`src/rtl/hub_ring_pkg.sv`:
```
package hub_ring_pkg;

  // Decode a ring-size code into a core count, clamped to 2**lg_max.
  function automatic int unsigned ring_len(input logic [2:0] code,
                                           input int unsigned lg_max);
    int unsigned e;
    e = {29'd0, code};
    if (e > lg_max) e = lg_max;
    return 32'd1 << e;
  endfunction

endpackage

```
`src/rtl/ring_slot_ctr.sv`:
```
module ring_slot_ctr #(
  parameter int LGN = 4,
  localparam int N  = 1 << LGN,
  localparam int LW = LGN + 1
) (
  input  logic           clk,
  input  logic           rst,
  input  logic           cfg_we,
  input  logic [2:0]     cfg_code,
  input  logic [N-1:0]   run_mask,
  output logic [LGN-1:0] slot_q,
  output logic [LW-1:0]  act_len,
  output logic [LW-1:0]  lim_len,
  output logic           cfg_err
);
  logic [LW-1:0] pend_len;
  logic          pend_v;
  logic [LW-1:0] new_len;
  logic          strand;
  logic          wrap;
  logic          accept;

  always_comb begin
    new_len = LW'(hub_ring_pkg::ring_len(cfg_code, LGN));
    strand  = 1'b0;
    for (int i = 0; i < N; i++)
      if (run_mask[i] && (i >= int'(new_len))) strand = 1'b1;
    accept  = cfg_we && !strand;
    wrap    = ({1'b0, slot_q} == (act_len - LW'(1)));
    lim_len = (pend_v && (pend_len < act_len)) ? pend_len : act_len;
  end

  always_ff @(posedge clk) begin
    if (rst) begin
      slot_q   <= '0;
      act_len  <= LW'(N);
      pend_len <= LW'(N);
      pend_v   <= 1'b0;
      cfg_err  <= 1'b0;
    end else begin
      cfg_err <= cfg_we && strand;
      if (accept) begin
        pend_v   <= 1'b1;
        pend_len <= new_len;
      end
      if (wrap) begin
        slot_q <= '0;
        if (pend_v) begin
          act_len <= pend_len;
          if (!accept) pend_v <= 1'b0;
        end
      end else begin
        slot_q <= slot_q + LGN'(1);
      end
    end
  end
endmodule

```
`src/rtl/core_allocator.sv`:
```
module core_allocator #(
  parameter int LGN = 4,
  localparam int N  = 1 << LGN,
  localparam int LW = LGN + 1
) (
  input  logic           clk,
  input  logic           rst,
  input  logic           start_req,
  input  logic           stop_req,
  input  logic [LGN-1:0] stop_id,
  input  logic [LW-1:0]  lim_len,
  output logic [N-1:0]   run_q,
  output logic           start_ack,
  output logic           start_fail,
  output logic [LGN-1:0] start_id
);
  logic           free_found;
  logic [LGN-1:0] free_id;
  logic [N-1:0]   run_nxt;

  always_comb begin
    free_found = 1'b0;
    free_id    = '0;
    for (int i = N - 1; i >= 0; i--) begin
      if (!run_q[i] && (i < int'(lim_len))) begin
        free_found = 1'b1;
        free_id    = LGN'(i);
      end
    end
    run_nxt = run_q;
    if (stop_req) run_nxt[stop_id] = 1'b0;
    if (start_req && free_found) run_nxt[free_id] = 1'b1;
  end

  always_ff @(posedge clk) begin
    if (rst) begin
      run_q      <= N'(1);
      start_ack  <= 1'b0;
      start_fail <= 1'b0;
      start_id   <= '0;
    end else begin
      run_q      <= run_nxt;
      start_ack  <= start_req && free_found;
      start_fail <= start_req && !free_found;
      if (start_req && free_found) start_id <= free_id;
    end
  end
endmodule

```
`src/rtl/slot_grant_sel.sv`:
```
module slot_grant_sel #(
  parameter int LGN  = 4,
  parameter int BUSY = 8,
  localparam int N   = 1 << LGN,
  localparam int LW  = LGN + 1,
  localparam int BW  = $clog2(BUSY)
) (
  input  logic           clk,
  input  logic           rst,
  input  logic [LGN-1:0] slot_q,
  input  logic [LW-1:0]  act_len,
  input  logic [N-1:0]   run_mask,
  input  logic [N-1:0]   req,
  input  logic           spare_en,
  input  logic [N-1:0]   spare_mask,
  output logic [N-1:0]   grant_q,
  output logic [LGN-1:0] slot_o
);
  logic [N-1:0] busy;
  logic [N-1:0] elig;
  logic [N-1:0] pick;

  for (genvar g = 0; g < N; g++) begin : g_core
    logic [BW-1:0] cnt;
    always_ff @(posedge clk) begin
      if (rst)                cnt <= '0;
      else if (pick[g])       cnt <= BW'(BUSY - 1);
      else if (cnt != '0)     cnt <= cnt - BW'(1);
    end
    assign busy[g] = (cnt != '0);
    assign elig[g] = req[g] && run_mask[g] && !busy[g] && (g < int'(act_len));
  end

  always_comb begin
    pick = '0;
    if (elig[slot_q]) begin
      pick[slot_q] = 1'b1;
    end else if (spare_en) begin
      for (int i = N - 1; i >= 0; i--) begin
        if (elig[i] && spare_mask[i]) begin
          pick    = '0;
          pick[i] = 1'b1;
        end
      end
    end
  end

  always_ff @(posedge clk) begin
    if (rst) begin
      grant_q <= '0;
      slot_o  <= '0;
    end else begin
      grant_q <= pick;
      slot_o  <= slot_q;
    end
  end
endmodule

```
`src/rtl/hub_ring_arb.sv`:
```
module hub_ring_arb #(
  parameter int LGN  = 4,
  parameter int BUSY = 8,
  localparam int N   = 1 << LGN,
  localparam int LW  = LGN + 1
) (
  input  logic           clk,
  input  logic           rst,
  input  logic           cfg_we,
  input  logic [2:0]     cfg_code,
  output logic           cfg_err,
  output logic [LW-1:0]  ring_len,
  input  logic           start_req,
  output logic           start_ack,
  output logic           start_fail,
  output logic [LGN-1:0] start_id,
  input  logic           stop_req,
  input  logic [LGN-1:0] stop_id,
  output logic [N-1:0]   run_mask,
  input  logic [N-1:0]   hub_req,
  input  logic           spare_en,
  input  logic [N-1:0]   spare_mask,
  output logic [N-1:0]   grant,
  output logic [LGN-1:0] slot_idx
);
  logic [LGN-1:0] slot_q;
  logic [LW-1:0]  act_len;
  logic [LW-1:0]  lim_len;

  ring_slot_ctr #(.LGN(LGN)) u_ctr (
    .clk(clk), .rst(rst), .cfg_we(cfg_we), .cfg_code(cfg_code),
    .run_mask(run_mask), .slot_q(slot_q), .act_len(act_len),
    .lim_len(lim_len), .cfg_err(cfg_err)
  );

  core_allocator #(.LGN(LGN)) u_alloc (
    .clk(clk), .rst(rst), .start_req(start_req), .stop_req(stop_req),
    .stop_id(stop_id), .lim_len(lim_len), .run_q(run_mask),
    .start_ack(start_ack), .start_fail(start_fail), .start_id(start_id)
  );

  slot_grant_sel #(.LGN(LGN), .BUSY(BUSY)) u_sel (
    .clk(clk), .rst(rst), .slot_q(slot_q), .act_len(act_len),
    .run_mask(run_mask), .req(hub_req), .spare_en(spare_en),
    .spare_mask(spare_mask), .grant_q(grant), .slot_o(slot_idx)
  );

  assign ring_len = act_len;
endmodule

```
`config.mk`:
```
export PLATFORM = sky130hd
export DESIGN_NAME = hub_ring_arb
export DESIGN_NICKNAME = d
export VERILOG_FILES = /design/src/rtl/hub_ring_pkg.sv /design/src/rtl/ring_slot_ctr.sv /design/src/rtl/core_allocator.sv /design/src/rtl/slot_grant_sel.sv /design/src/rtl/hub_ring_arb.sv
export SDC_FILE = /design/constraint.sdc
export NUM_CORES = 1
export LEC_CHECK = 0
export BUFFER_PORTS_ARGS = -buffer_cell sky130_fd_sc_hd__clkbuf_2
export CAP_MARGIN = 30
export CORE_MARGIN = 2
export CORE_UTILIZATION = 58
export CTS_CLUSTER_DIAMETER = 50
export DETAILED_ROUTE_END_ITERATION = 12
export GPL_ROUTABILITY_DRIVEN = 0
export PLACE_DENSITY = 0.81
export SLEW_MARGIN = 25
export SYNTH_ARGS = -nofsm -noshare
export SYNTH_HDL_FRONTEND = slang
export SYNTH_SLANG_ARGS = --single-unit
export TNS_END_PERCENT = 20
```
`constraint.sdc`:
```
create_clock -name clk -period 4.85 [get_ports clk]
set_clock_uncertainty 0.15 [all_clocks]
set_input_delay 0.2425 -clock clk [delete_from_list [all_inputs] [get_ports clk]]
set_output_delay 0.2425 -clock clk [all_outputs]
set_load 0.02 [all_outputs]
```
==> run_results.csv, run 1 <==
group,metric,value,unit
clock_tree,clock_sinks,106,
worst_hold_path,hold_class,"in2reg",
routing,finalWirelength,17100,um
pwr,vdd_drop_max,208,uV
grt,grt_usage,29.6,%
finish,drive_above_1_share,17.6,%
clock_tree,cts_buffer_depth,2,
clock_tree,postCtsSetupRepairBufs,0,
sta,fin_crit_sh,85.4,%
sta,rsz0062_at_grt,"no",
worst_setup_path,cp-end-kind,"register",
status,outcome,"finished clean",
sta,drv_slew,0,
finish,nNetsFinal,917,
clock_tree,cts_tree,"built",
clock_tree,postCtsHoldBufs,2,
pwr,power_density,412,nW/um2
worst_setup_path,crit_type,"reg2reg",
floorplanning,rows,38,
worst_setup_path,cp.arrival,4.31,ns
floorplanning,start_util,59.0,%
worst_setup_path,crit_required,5.02,ns
grt,antenna_found_initial,0,
yosys,ys.warnings.count,0,
grt,grt_pass1_vias,5632,
routing,route.detailed.drc,0,
floorplanning,fp.dieH,109,um
place,placedCellCount,957,
grt,grt_max_degree,45,
yosys,async_flop_share,0,%
sta,relSlewSlack,39.6,%
yosys,synth_flop_cell,"dfxtp_1",
clock_tree,clock_latency,0.39,ns
run,drv_cap,0,
sta,worstMarginPinSlew,0.906,ns
clock_tree,cts.repair.resized,0,
grt,grt_first_pass_wirelength,27000,um
yosys,syn-num-nets,839,
yosys,synth.most_common_cell,"dfxtp_1",
yosys,synth_edf_count,0,
routing,drt_first_pass_iters,7,
finish,syn2layout_area_growth,11.3,%
worst_setup_path,cp-start-kind,"register",
sta,setup_violations,0,
routing,ant_nets,0,
routing,vias,5957,
floorplanning,die_area,11800,um2
sta,final_hold_viol_count,0,
finish,diodes,0,
routing,drt-vias-per-instance,6.11,
finish,fin_cells,975,
place,dp_hpwl,13000,um
worst_setup_path,cp_max_fo,19,
clock_tree,ctsRootBufferMaster,"clkbuf_8",
sta,finalCriticalPeriod,4.14,ns
clock_tree,cts_made_buffers,9,
floorplanning,core-area,10700,um2
clock_tree,clkTransAtPathRegs,0.11,ns
pwr,leakagePower,0.00306,uW
yosys,synth_area_leaders,"dfxtp_1 (33%), ha_1 (8.3%), o21ai_0 (4.5%), mux2i_1 (4.4%), inv_1 (4.0%)",
yosys,synth_commonest_cells,"dfxtp_1 (106), inv_1 (68), nor2_1 (67)",
sta,holdWs,0.0149,ns
grt,gr-total-overflow,0,
sta,tns,0,ns
yosys,netlist_instances,752,
yosys,yosys.area.top_type_share,33.5,%
yosys,yosysTopAreaCell,"dfxtp_1",
floorplanning,die_x,109,um
floorplanning,ios,93,
yosys,synth_cell_types,75,
sta,fmax,0.241,GHz
routing,drt_iter0_markers,512,
yosys,syn_avg_cell_area,8.43,um2
clock_tree,h-tree-depth,3,
finish,utilization,65.6,%
yosys,synth-seq-cells,106,
yosys,syn_area,6340,um2
place,port_buffers,92,
routing,wl_per_cell,17.5,um
finish,fill_cells,900,
yosys,synth-seq-area-share,33.5,%
-- power by group --
| part | internal [uW] | switching [uW] |
|---|---|---|
| Clock | 205 | 317 |
| Combinational | 511 | 690 |
| Sequential | 1060 | 118 |
| Total | 1780 | 1120 |
-- cells in the final DEF (no fill, tap or decap), types with 4 or more instances in the layout --
| cell type | count |
|---|---|
| nand2_1 | 56 |
| or4b_2 | 5 |
| nor2_1 | 67 |
| xnor2_1 | 20 |
| o211a_1 | 4 |
| nor3_1 | 17 |
| nand3_1 | 14 |
| o32ai_1 | 4 |
| nor4_4 | 4 |
| o311ai_0 | 4 |
| clkbuf_2 | 92 |
| nor4_1 | 7 |
| a21oi_2 | 5 |
| nand2b_1 | 14 |
| o21ai_1 | 17 |
| inv_1 | 68 |
| a31oi_1 | 4 |
| a21oi_1 | 39 |
| ha_1 | 42 |
| a211oi_1 | 11 |
| clkbuf_8 | 10 |
| and3_1 | 4 |
| nor3b_1 | 5 |
| mux2i_1 | 28 |
| o211ai_1 | 14 |
| a21o_1 | 4 |
| dfxtp_1 | 106 |
| nand3b_1 | 4 |
| nor2b_1 | 19 |
| a41oi_2 | 5 |
| o21ai_0 | 57 |
-- state kept, by name (all words and copies together), names as in the netlist --
signal and count:
u_sel.slot_o 4, u_alloc.start_ack 1, u_ctr.slot_q 4, u_ctr.act_len 5, u_alloc.start_fail 1, u_ctr.pend_v 1, u_alloc.start_id 4, u_sel.g_core.cnt 48
u_ctr.cfg_err 1, u_alloc.run_q 16, u_sel.grant_q 16, u_ctr.pend_len 5
-- cell type report --
type,instances,area [um2],area share (%)
Clock buffer,11,141,2.01
Clock inverter,5,38.8,0.550
Inverter,68,255,3.62
Multi-Input combinational cell,549,3820,54.2
Sequential cell,106,2120,30.1
Tap cell,140,175,2.48
Timing Repair Buffer,96,495,7.03
-- cells by family after synthesis --
kind of cell,after synthesis,synth area share (%)
flip-flops,106,33.5
AND/OR/NAND/NOR,246,21.2
adder cells (fa/ha/maj),42,8.29
buffers and inverters,97,6.18
XOR/XNOR,21,2.90
AO/OA/AOI/OAI,208,22.3
multiplexers,32,5.67
-- worst max-delay path, cell delays in order (launching register included) --
cell and delay (ns):
dfxtp_1 0.68, inv_1 0.19, ha_1 0.35, a21oi_1 0.21, o21ai_2 0.12, a21oi_1 0.14, buf_4 0.22, mux2i_1 0.41
a21oi_1 0.16, nor4_1 0.64, nand2_1 0.20, o21ai_0 0.38, mux2i_1 0.22
-- path summary, 6_finish.rpt --
kind	startpoint	to	slack [ns]	depth (start not counted)
worst max-delay path	u_ctr.act_len[2]	u_alloc.start_id[1]	0.71	12
worst min-delay path	cfg_code[2]	u_ctr.pend_len[4]	0.01	2
worst max register to register	u_ctr.act_len[2]	u_alloc.start_id[1]	0.71	12
worst min register to register	u_alloc.start_id[1]	u_alloc.start_id[1]	0.34	2
-- through the flow --
step | total power (uW) | instance area (um2) | setup WS, ns
floorplan | 2120 | 6340 | 1.29
global placement | 2280 | 6850 | 0.949
detailed placement | 2380 | 6850 | 0.803
CTS | 2900 | 7050 | 0.795
global route | 3140 | 7050 | 0.351
finish | 2900 | 7050 | 0.706
-- per-layer routing --
| metal | GRT usage (%) | share of wire [%] |
|---|---|---|
| met5 | 0 | 0 |
| met4 | 12.5 | 3.0 |
| met3 | 5.06 | 9.4 |
| met2 | 49.8 | 47 |
| met1 | 37.3 | 41 |
No activity file was read; power rests on OpenSTA's default activity.
==> run 2, diff against run 1 <==
- PLACE_DENSITY: 0.81 -> 0.86
==> run_results.csv, run 2 (same netlist as run 1, synthesis figures left out) <==
group,metric,value,unit
status,outcome,"finished clean",
grt,gr-total-overflow,0,
pwr,power_density,420,nW/um2
place,postPlaceCellArea,6860,um2
routing,drt_first_pass_iters,5,
routing,drt-vias-per-instance,6.06,
clock_tree,ctsRootBufferMaster,"clkbuf_8",
clock_tree,clkTransAtPathRegs,0.10,ns
floorplanning,die_x,109,um
routing,route.detailed.drc,0,
finish,final_area,7110,um2
finish,largest_reg_flops,48,
grt,antenna_found_initial,0,
run,drv_cap,0,
grt,grt_usage,29.3,%
clock_tree,clock_sinks,106,
worst_setup_path,slowest_delay,0.72,ns
place,dp_hpwl,12500,um
pwr,vdd_drop_max,259,uV
floorplanning,rows,38,
floorplanning,die_area,11800,um2
routing,ant_nets,0,
finish,fin_cells,976,
finish,drive_above_1_share,17.8,%
routing,vias,5913,
worst_setup_path,crit_slowest_cell,"dfxtp_1",
floorplanning,fp.dieH,109,um
finish,diodes,0,
worst_setup_path,crit_type,"reg2reg",
sta,relSlewSlack,43.7,%
clock_tree,cts_made_buffers,9,
floorplanning,start_util,59.0,%
worst_hold_path,hold_class,"in2reg",
clock_tree,h-tree-depth,3,
routing,drt_iter0_markers,400,
worst_setup_path,cp-start-kind,"register",
grt,grt_pass1_vias,5495,
place,port_buffers,92,
finish,syn2layout_area_growth,12.3,%
place,placedCellCount,958,
routing,met3_length,1450,um
routing,met1Wirelength,6920,um
routing,wl_met2,7700,um
finish,largest_registers,"u_sel.g_core.cnt (48), u_alloc.run_q (16), u_sel.grant_q (16)",
clock_tree,cts_buffer_depth,2,
routing,finalWirelength,16600,um
floorplanning,core-area,10700,um2
sta,final_hold_viol_count,0,
sta,fmax,0.236,GHz
sta,rsz0062_at_grt,"no",
clock_tree,postCtsSetupRepairBufs,0,
grt,grt_first_pass_wirelength,26800,um
finish,max_flop_register,"u_sel.g_core.cnt",
routing,wl_per_cell,17.0,um
sta,fin_crit_sh,87.5,%
finish,nNetsFinal,918,
grt,grt_max_degree,43,
finish,final_cell_mix,"dfxtp_1 (106), clkbuf_2 (92), inv_1 (68)",
sta,setup_violations,0,
worst_setup_path,path_cells,"inv_1, ha_1, a21oi_1, o21ai_2, a21oi_1, buf_4, mux2i_1, a31oi_1, nor4_1, nand2_1, o21ai_0, mux2i_1",
sta,tns,0,ns
sta,drv_slew,0,
worst_setup_path,cp_max_fo,19,
clock_tree,clock_latency,0.39,ns
floorplanning,ios,93,
clock_tree,cts_tree,"built",
worst_setup_path,cp-end-kind,"register",
finish,mostFrequentLayoutCell,"dfxtp_1",
routing,top_layer,"met4",
pwr,leakagePower,0.00309,uW
worst_setup_path,crit_required,5.03,ns
sta,worstMarginPinSlew,0.844,ns
sta,finalCriticalPeriod,4.24,ns
worst_setup_path,cp.arrival,4.42,ns
==> run 2: cell count changes in the layout (fill, tap and decap cells not counted) <==
cell | before | now
bufinv_16 | 0 | 2
buf_4 | 2 | 3
clkbuf_1 | 1 | 0
clkbuf_8 | 10 | 11
clkinv_2 | 2 | 1
clkinv_4 | 2 | 1
==> run 2: layer usage <==
metal / GRT usage [%] / vias to the layer above
li1: - / 2844
met1: 37.2 / 2710
met2: 48.1 / 306
met3: 6.21 / 53
met4: 12.5 / 0
met5: 0 / -
==> run 2: final timing paths <==
check                            from             endpoint  slack, ns  depth (start not counted)
setup reg to reg     u_ctr.act_len[2]  u_alloc.start_id[1]       0.61                         12
hold reg to reg   u_alloc.start_id[1]  u_alloc.start_id[1]       0.33                          2
hold / removal            cfg_code[2]    u_ctr.pend_len[4]     0.0009                          2
setup / recovery     u_ctr.act_len[2]  u_alloc.start_id[1]       0.61                         12
==> run 2: stage by stage <==
stage	hold WS, ns	utilization, %	setup slack [ns]	total power, uW
after floorplan	0.189	-	1.29	2120
after global placement	0.300	63.8	0.964	2300
after detailed placement	0.309	63.8	0.821	2350
after CTS	0.00438	66.2	0.765	2990
after global routing	0.0342	66.2	0.338	3230
final	0.000915	66.2	0.606	2990
==> run 2: critical path: cells and delay by family, from the launching register on <==
family	cells	cell delay (ns)
compound gates	5	1.03
buf+inv	2	0.43
flops	1	0.72
simple gates	2	0.83
mux	2	0.66
fa+ha+maj	1	0.35
==> run 2: area by class of cell <==
class	count	area, um2
fill	936	3630
inverter	68	255
multi-input combinational	549	3820
tap	140	175
clock inverter	5	85.1
sequential	106	2120
clock buffer	11	151
timing repair buffer	97	503
==> run 2: repair_timing <==
action / in CTS / in global routing
endpoints found under the hold margin: 3 / 0
gates resized for setup: 0 / 0
hold buffers: 2 / 0
==> run 2: power breakdown <==
group / total (uW) / leakage [uW] / internal [uW] / switching (uW)
Sequential: 1180 / 0.000869 / 1060 / 118
Combinational: 1170 / 0.00210 / 507 / 663
Clock: 641 / 0.000121 / 323 / 318
Total: 2990 / 0.00309 / 1890 / 1100
==> run 3, diff against run 2 <==
- CORE_ASPECT_RATIO: default -> 1.5
==> run_results.csv, run 3 (same netlist as run 1, synthesis figures left out) <==
group,metric,value,unit
clock_tree,clock_sinks,106,
worst_setup_path,cp-startpoint,"u_ctr.act_len[2]",
place,port_buffers,92,
routing,route.detailed.drc,0,
finish,drive_above_1_share,18.0,%
sta,tns,0,ns
worst_hold_path,hold_class,"in2reg",
worst_setup_path,crit_type,"reg2reg",
worst_setup_path,critical_path.most_common_cell,"o21ai_1",
worst_setup_path,ff2ff_setup_slack,0.72,ns
finish,nNetsFinal,917,
sta,worstMarginPinSlew,0.798,ns
finish,largest_reg_flops,48,
worst_setup_path,crit_path_end,"u_alloc.run_q[5]",
finish,mostFrequentLayoutCell,"dfxtp_1",
floorplanning,core-area,10600,um2
clock_tree,clock_latency,0.35,ns
finish,largest_registers,"u_sel.g_core.cnt (48), u_alloc.run_q (16), u_sel.grant_q (16)",
clock_tree,ctsRootBufferMaster,"clkbuf_16",
floorplanning,fp.dieH,132,um
grt,antenna_found_initial,0,
worst_setup_path,reg2reg_depth,11,
routing,vias,6116,
worst_setup_path,crit_required,4.95,ns
sta,drv_slew,0,
grt,grt_usage,30.8,%
routing,met3_length,1240,um
finish,diodes,0,
worst_setup_path,cp-start-kind,"register",
clock_tree,cts_tree,"built",
routing,wl_per_cell,18.0,um
routing,ant_nets,0,
sta,fmax,0.242,GHz
place,dp_hpwl,13600,um
sta,finalCriticalPeriod,4.13,ns
finish,syn2layout_area_growth,13.3,%
worst_setup_path,cp-end-kind,"register",
floorplanning,die_area,11800,um2
routing,drt_first_pass_iters,5,
routing,drt_iter0_markers,525,
pwr,leakagePower,0.00312,uW
routing,top_layer,"met4",
floorplanning,start_util,59.8,%
sta,final_hold_viol_count,0,
clock_tree,h-tree-depth,3,
finish,fill_cells,884,
status,outcome,"finished clean",
clock_tree,cts_made_buffers,9,
finish,max_flop_register,"u_sel.g_core.cnt",
sta,rsz0062_at_grt,"no",
grt,gr-total-overflow,0,
grt,grt_max_degree,49,
pwr,power_density,433,nW/um2
worst_setup_path,path_cells,"inv_1, ha_1, a21oi_1, o21a_1, o21ai_1, a211oi_1, a221oi_1, o21ai_0, o21ai_1, nand2b_1, o32ai_1",
place,placedCellCount,962,
clock_tree,cts_buffer_depth,2,
worst_setup_path,r2r-start,"u_ctr.act_len[2]",
worst_setup_path,slowest_delay,0.72,ns
sta,fin_crit_sh,85.1,%
sta,relSlewSlack,46.8,%
finish,final_cell_mix,"dfxtp_1 (106), clkbuf_2 (92), inv_1 (68)",
routing,drt-vias-per-instance,6.25,
routing,wl_met2,8880,um
routing,met1Wirelength,6420,um
floorplanning,ios,93,
worst_setup_path,timing.rr.end,"u_alloc.run_q[5]",
routing,finalWirelength,17700,um
worst_setup_path,cp_max_fo,19,
clock_tree,postCtsHoldBufs,0,
sta,setup_violations,0,
clock_tree,postCtsSetupRepairBufs,0,
pwr,vdd_drop_max,196,uV
floorplanning,die_x,89.3,um
grt,grt_pass1_vias,5950,
worst_setup_path,crit_slowest_cell,"dfxtp_1",
grt,grt_first_pass_wirelength,28500,um
floorplanning,rows,46,
clock_tree,cts.repair.resized,0,
run,drv_cap,0,
finish,fin_cells,979,
clock_tree,clkTransAtPathRegs,0.07,ns
worst_setup_path,cp.arrival,4.23,ns
==> run 3: worst max-delay path: cells and delay by family, from the launching register on <==
kind            cells  cell delay (ns)
simple gates        1             0.23
compound gates      8             2.38
fa+ha+maj           1             0.35
buf+inv             1             0.20
flops               1             0.72
==> run 3: cell type report <==
class                           count  area [um2]  share of cell area (%)
Clock buffer                        9         225                    3.14
Timing Repair Buffer               96         510                    7.11
Sequential cell                   106        2120                    29.6
Tap cell                          144         180                    2.51
Multi-Input combinational cell    549        3820                    53.2
Inverter                           68         255                    3.56
Clock inverter                      7        63.8                   0.889
==> run 3: per-layer routing <==
metal / up-vias / global-route usage (%)
li1: 2836 / -
met1: 2835 / 35.3
met2: 343 / 52.3
met3: 102 / 5.01
met4: 0 / 17.9
met5: - / 0
==> run 3: how the worst min path moves through the flow <==
stage	start	to	slack [ns]	depth (start not counted)
floorplan	start_req	u_alloc.start_id[3]	0.19	1
global placement	u_alloc.start_id[1]	u_alloc.start_id[1]	0.30	2
detailed placement	u_alloc.start_id[1]	u_alloc.start_id[1]	0.31	2
CTS	start_req	u_alloc.start_id[3]	0.02	2
global route	cfg_we	u_ctr.cfg_err	0.03	2
finish	cfg_we	u_ctr.pend_len[4]	0.02	2
==> run 3: report_power, final <==
part	leakage, uW	internal, uW	switching [uW]	total (uW)
Clock	0.000140	358	348	706
Sequential	0.000869	1060	123	1190
Combinational	0.00211	515	700	1210
==> run 3: through the flow <==
| step | instance area, um2 | hold slack [ns] | setup WS (ns) | utilization, % | power [uW] |
|---|---|---|---|---|---|
| after global placement | 6860 | 0.301 | 1.08 | 64.8 | 2280 |
| final | 7180 | 0.0178 | 0.724 | 67.8 | 3110 |
| after floorplan | 6340 | 0.189 | 1.29 | - | 2120 |
| after detailed placement | 6860 | 0.309 | 0.950 | 64.8 | 2400 |
| after CTS | 7150 | 0.0173 | 0.889 | 67.5 | 3110 |
| after global routing | 7180 | 0.0298 | 0.424 | 67.8 | 3340 |
